File: src/rtl/can_acf_pkg.sv
package can_acf_pkg;
  localparam int unsigned ID_W    = 29;
  localparam int unsigned MASK_W  = 32;
  localparam int unsigned STD_LO  = 18;
  localparam int unsigned RTR_BIT = 31;
  localparam int unsigned IDE_BIT = 30;
  localparam int unsigned NUM_MASK_REGS = 2;

  typedef enum logic {
    MSEL_GLOBAL = 1'b0,
    MSEL_LEGACY = 1'b1
  } mask_sel_e;

  typedef struct packed {
    logic            rtr;
    logic            ide;
    logic [ID_W-1:0] id;
  } filt_fields_t;
endpackage

File: src/rtl/can_acf_mask_regs.sv
module can_acf_mask_regs
  import can_acf_pkg::*;
#(
  parameter int unsigned W = MASK_W
) (
  input  logic         clk,
  input  logic         rst_n,
  input  logic         freeze_i,
  input  logic         wr_en_i,
  input  logic         wr_sel_i,
  input  logic [W-1:0] wr_data_i,
  output logic [W-1:0] glb_mask_o,
  output logic [W-1:0] lgc_mask_o
);
  logic [W-1:0] mask_q [NUM_MASK_REGS];
  logic [W-1:0] mask_d [NUM_MASK_REGS];
  logic         mask_en [NUM_MASK_REGS];

  for (genvar g = 0; g < NUM_MASK_REGS; g++) begin : g_reg
    always_comb begin
      mask_en[g] = freeze_i && wr_en_i && (wr_sel_i == g[0]);
      mask_d[g]  = mask_en[g] ? wr_data_i : mask_q[g];
    end

    always_ff @(posedge clk or negedge rst_n) begin
      if (!rst_n) begin
        mask_q[g] <= '1;
      end else if (mask_en[g]) begin
        mask_q[g] <= mask_d[g];
      end
    end
  end

  assign glb_mask_o = mask_q[MSEL_GLOBAL];
  assign lgc_mask_o = mask_q[MSEL_LEGACY];

  AST_NO_WRITE_OUTSIDE_FREEZE: assert property (@(posedge clk) disable iff (!rst_n)
    !freeze_i |=> ($stable(glb_mask_o) && $stable(lgc_mask_o)));
  AST_GLOBAL_WRITE: assert property (@(posedge clk) disable iff (!rst_n)
    (freeze_i && wr_en_i && !wr_sel_i) |=> (glb_mask_o == $past(wr_data_i)));
  AST_LEGACY_WRITE: assert property (@(posedge clk) disable iff (!rst_n)
    (freeze_i && wr_en_i && wr_sel_i) |=> (lgc_mask_o == $past(wr_data_i)));
endmodule

File: src/rtl/can_acf_mask_sel.sv
module can_acf_mask_sel
  import can_acf_pkg::*;
#(
  parameter int unsigned W      = MASK_W,
  parameter int unsigned IDX_W  = 4,
  parameter int unsigned LEG_MB = 14
) (
  input  logic [IDX_W-1:0] mb_idx_i,
  input  logic             indiv_mask_i,
  input  logic [W-1:0]     glb_mask_i,
  input  logic [W-1:0]     lgc_mask_i,
  output logic [W-1:0]     eff_mask_o
);
  localparam logic [IDX_W-1:0] LEG_IDX = IDX_W'(LEG_MB);

  mask_sel_e sel;

  always_comb begin
    sel = ((mb_idx_i == LEG_IDX) && !indiv_mask_i) ? MSEL_LEGACY : MSEL_GLOBAL;
    eff_mask_o = (sel == MSEL_LEGACY) ? lgc_mask_i : glb_mask_i;
  end
endmodule

File: src/rtl/can_acf_compare.sv
module can_acf_compare
  import can_acf_pkg::*;
(
  input  filt_fields_t      frm_i,
  input  filt_fields_t      mb_i,
  input  logic [MASK_W-1:0] mask_i,
  input  logic              enh_cmp_i,
  output logic              id_hit_o,
  output logic              ide_hit_o,
  output logic              rtr_hit_o,
  output logic              match_o
);
  localparam logic [ID_W-1:0] STD_SPAN = {{(ID_W-STD_LO){1'b1}}, {STD_LO{1'b0}}};

  logic [ID_W-1:0] care;
  logic [ID_W-1:0] diff;

  always_comb begin
    care      = mask_i[ID_W-1:0] & (mb_i.ide ? {ID_W{1'b1}} : STD_SPAN);
    diff      = frm_i.id ^ mb_i.id;
    id_hit_o  = ((diff & care) == '0);
    if (enh_cmp_i) begin
      ide_hit_o = !mask_i[IDE_BIT] || (frm_i.ide == mb_i.ide);
      rtr_hit_o = !mask_i[RTR_BIT] || (frm_i.rtr == mb_i.rtr);
    end else begin
      ide_hit_o = (frm_i.ide == mb_i.ide);
      rtr_hit_o = 1'b1;
    end
    match_o = id_hit_o && ide_hit_o && rtr_hit_o;
  end
endmodule

File: src/rtl/can_acf_top.sv
module can_acf_top
  import can_acf_pkg::*;
#(
  parameter int unsigned NUM_MB = 16,
  parameter int unsigned LEG_MB = 14,
  localparam int unsigned IDX_W = $clog2(NUM_MB)
) (
  input  logic              clk,
  input  logic              rst_n,
  input  logic              freeze_i,
  input  logic              indiv_mask_i,
  input  logic              enh_cmp_i,
  input  logic              wr_en_i,
  input  logic              wr_sel_i,
  input  logic [MASK_W-1:0] wr_data_i,
  input  logic [ID_W-1:0]   frm_id_i,
  input  logic              frm_ide_i,
  input  logic              frm_rtr_i,
  input  logic [ID_W-1:0]   mb_id_i,
  input  logic              mb_ide_i,
  input  logic              mb_rtr_i,
  input  logic [IDX_W-1:0]  mb_idx_i,
  output logic              match_o
);
  logic [MASK_W-1:0] glb_mask;
  logic [MASK_W-1:0] lgc_mask;
  logic [MASK_W-1:0] eff_mask;
  filt_fields_t      frm;
  filt_fields_t      mb;
  logic              id_hit;
  logic              ide_hit;
  logic              rtr_hit;

  assign frm = '{rtr: frm_rtr_i, ide: frm_ide_i, id: frm_id_i};
  assign mb  = '{rtr: mb_rtr_i,  ide: mb_ide_i,  id: mb_id_i};

  can_acf_mask_regs #(.W(MASK_W)) u_regs (
    .clk        (clk),
    .rst_n      (rst_n),
    .freeze_i   (freeze_i),
    .wr_en_i    (wr_en_i),
    .wr_sel_i   (wr_sel_i),
    .wr_data_i  (wr_data_i),
    .glb_mask_o (glb_mask),
    .lgc_mask_o (lgc_mask)
  );

  can_acf_mask_sel #(.W(MASK_W), .IDX_W(IDX_W), .LEG_MB(LEG_MB)) u_sel (
    .mb_idx_i     (mb_idx_i),
    .indiv_mask_i (indiv_mask_i),
    .glb_mask_i   (glb_mask),
    .lgc_mask_i   (lgc_mask),
    .eff_mask_o   (eff_mask)
  );

  can_acf_compare u_cmp (
    .frm_i     (frm),
    .mb_i      (mb),
    .mask_i    (eff_mask),
    .enh_cmp_i (enh_cmp_i),
    .id_hit_o  (id_hit),
    .ide_hit_o (ide_hit),
    .rtr_hit_o (rtr_hit),
    .match_o   (match_o)
  );

  AST_ZERO_MASK_ACCEPTS: assert property (@(posedge clk) disable iff (!rst_n)
    (enh_cmp_i && eff_mask == '0) |-> match_o);
  AST_IDE_FORCED: assert property (@(posedge clk) disable iff (!rst_n)
    (!enh_cmp_i && frm_ide_i != mb_ide_i) |-> !match_o);
  AST_RTR_FREE: assert property (@(posedge clk) disable iff (!rst_n)
    (!enh_cmp_i && frm_ide_i == mb_ide_i && frm_id_i == mb_id_i) |-> match_o);
  AST_STD_LOW_FREE: assert property (@(posedge clk) disable iff (!rst_n)
    (!mb_ide_i && frm_ide_i == mb_ide_i && frm_rtr_i == mb_rtr_i
     && frm_id_i[ID_W-1:STD_LO] == mb_id_i[ID_W-1:STD_LO]) |-> match_o);
  AST_GLOBAL_FOR_OTHERS: assert property (@(posedge clk) disable iff (!rst_n)
    (indiv_mask_i || mb_idx_i != IDX_W'(LEG_MB)) |-> (eff_mask == glb_mask));
endmodule

File: config.mk
export PLATFORM = sky130hd
export DESIGN_NAME = can_acf_top
export DESIGN_NICKNAME = d
export VERILOG_FILES = /design/src/rtl/can_acf_pkg.sv /design/src/rtl/can_acf_mask_regs.sv /design/src/rtl/can_acf_mask_sel.sv /design/src/rtl/can_acf_compare.sv /design/src/rtl/can_acf_top.sv
export SDC_FILE = /design/constraint.sdc
export NUM_CORES = 1
export LEC_CHECK = 0
export BUFFER_PORTS_ARGS = -buffer_cell sky130_fd_sc_hd__buf_2
export CORE_MARGIN = 8
export CORE_UTILIZATION = 30
export DETAILED_ROUTE_END_ITERATION = 12
export GPL_ROUTABILITY_DRIVEN = 0
export SLEW_MARGIN = 30
export SYNTH_ARGS = -nofsm -noshare
export SYNTH_HDL_FRONTEND = slang
export SYNTH_HIERARCHICAL = 1
export SYNTH_SLANG_ARGS = --single-unit
File: constraint.sdc
create_clock -name clk -period 4 [get_ports clk]
set_input_delay 0.4 -clock clk [delete_from_list [all_inputs] [get_ports clk]]
set_output_delay 0.4 -clock clk [all_outputs]
set_load 0.1 [all_outputs]
==> impl_metrics.ini <==
[setup_path]
critical_path_peak_fanout = 16
slowest_delay_ps = 430
path_common_cell = buf_2
crit_chain = buf_2 -> nand4b_4 -> nor2_8 -> buf_12 -> mux2_4 -> a22oi_1 -> and4_1 -> nand4_1 -> and4bb_2 -> buf_2
reg2reg_depth = 1
critPathLaunchType = primary input
worstReg2RegEnd = u_regs/glb_mask_o[30]
end_kind = primary output
rrSetupSlack_ps = 3250
r2r_start = u_regs/glb_mask_o[30]
cp.required_ps = 3600
critPathKind = in2out
critical-path-top-delay-family = simple AND/OR/NAND/NOR gates
cp_slowest_cell = buf_2
critical_path_buf_inv_count = 3
arrival_ps = 2880

[clock_network]
cts_made_buffers = 9
clockBufferDepth = 2
cts_tree = done
cts.sinks = 62
h-tree-depth = 3
postCtsSetupBuffers = 0
clk_latency_ps = 310
path_clk_slew_ps = 50
cts_hold_buf = 0
cts_resized = 0
clockRootBuffer = clkbuf_16

[synth]
yosys_warnings = 6
netlist_area_um2 = 3520
syn_avg_cell_area_um2 = 15.9
syn-instance-count = 222
synth_fp_nets = 327

[sta]
tns_ps = 0
fin_crit_ps = 3280
period_share_pct = 82.0
finalHoldViolCount = 0
finalSetupViolations = 0
slew_headroom_pct = 48.0
rsz0062_at_grt = no
slew_viol_final = 0
skew_ps = 0
fmax_mhz = 305
worst_pin_slew_ps = 780

[worst_hold_path]
hold_path_class = in2reg
min_path_cells = 2
holdPathEnd = u_regs/glb_mask_o[27]
hold_path.startpoint = wr_data_i[27]

[die]
rows = 39
fp.dieArea_um2 = 15500
core-area_um2 = 11400
start_util_pct = 30.8
die_h_um = 124
die_w_um = 124
ios = 106

[final_layout]
regArea_um2 = 1630
antenna_cells = 0
nets = 436
synthToLayoutAreaGrowth_pct = 25.1
final_common_cell = buf_2
multi_input_area_um2 = 1780
layout_common_cells = buf_2, dfstp_2, mux2_4
fillers = 1097
layout-drive-gt1-share_pct = 74.9

[placed_design]
dp_hpwl_um = 5740
io_buffers = 104

[grt]
antenna_found_initial = 0
grt_max_degree = 63
grt_overflow = 0
grt_pass1_wl_um = 13400
grt_pass1_vias = 2496
grtUsageTotal_pct = 10.7

[route]
drc = 0
vias = 2137
routedWlPerCell_um = 16.8
vias_per_cell = 4.48
wirelength_um = 8030
ant_nets = 0
first_iter_violations = 66
firstDrtPassIters = 4

[pwr]
power.density_nw_per_um2 = 448
total_leakage_power_nw = 2.06
vdd_drop_max_mv = 0.214
power_mw = 1.97

[flow_run]
cap_violations = 0

[run_status]
status = complete, no violations
how the worst max path moves through the flow:
stage               depth (start not counted)  slack [ps]       to         start
finish                                     10         720  match_o  indiv_mask_i
global route                               10         560  match_o  indiv_mask_i
CTS                                        10         680  match_o  indiv_mask_i
global placement                           10         660  match_o  indiv_mask_i
floorplan                                   8        1170  match_o  indiv_mask_i
detailed placement                         10         680  match_o  indiv_mask_i
through the flow:
step                cell area [µm²]  std cells  hold WS, ps  utilization (%)  setup WS, ps
global route                   4400        477          303             38.5           556
detailed placement             4150        463          607             36.3           678
CTS                            4400        477          303             38.5           675
finish                         4400        477          311             38.5           718
global placement               4150        463          606             36.3           663
floorplan                      3520        222          252                -          1170
registers in the layout, summed over array words and instances, names as in the netlist:
name               count
u_regs/glb_mask_o     31
u_regs/lgc_mask_o     31
layout make-up:
class	instances	area share [%]
multi-input combinational	150	40.4
sequential	62	37.0
timing repair buffer	107	12.6
clock buffer	12	5.60
tap	143	4.06
clock inverter	2	0.227
inverter	1	0.0853
where the power goes:
| group | switching [mW] | internal [mW] | total, mW |
|---|---|---|---|
| clock | 0.251 | 0.426 | 0.678 |
| sequential | 0.0617 | 0.834 | 0.895 |
| combinational | 0.138 | 0.262 | 0.401 |
| total | 0.451 | 1.52 | 1.97 |
metal layers:
metal / part of all wire [%] / vias to the layer above / wire length, µm / GRT usage [%]
li1: - / 1022 / - / -
met4: 0.85 / 0 / 68 / 2.34
met1: 47 / 1015 / 3790 / 13.8
met2: 43 / 93 / 3480 / 16.1
met3: 8.6 / 7 / 692 / 4.94
met5: 0 / - / 0 / 0
(Power assumes the default switching activity.)
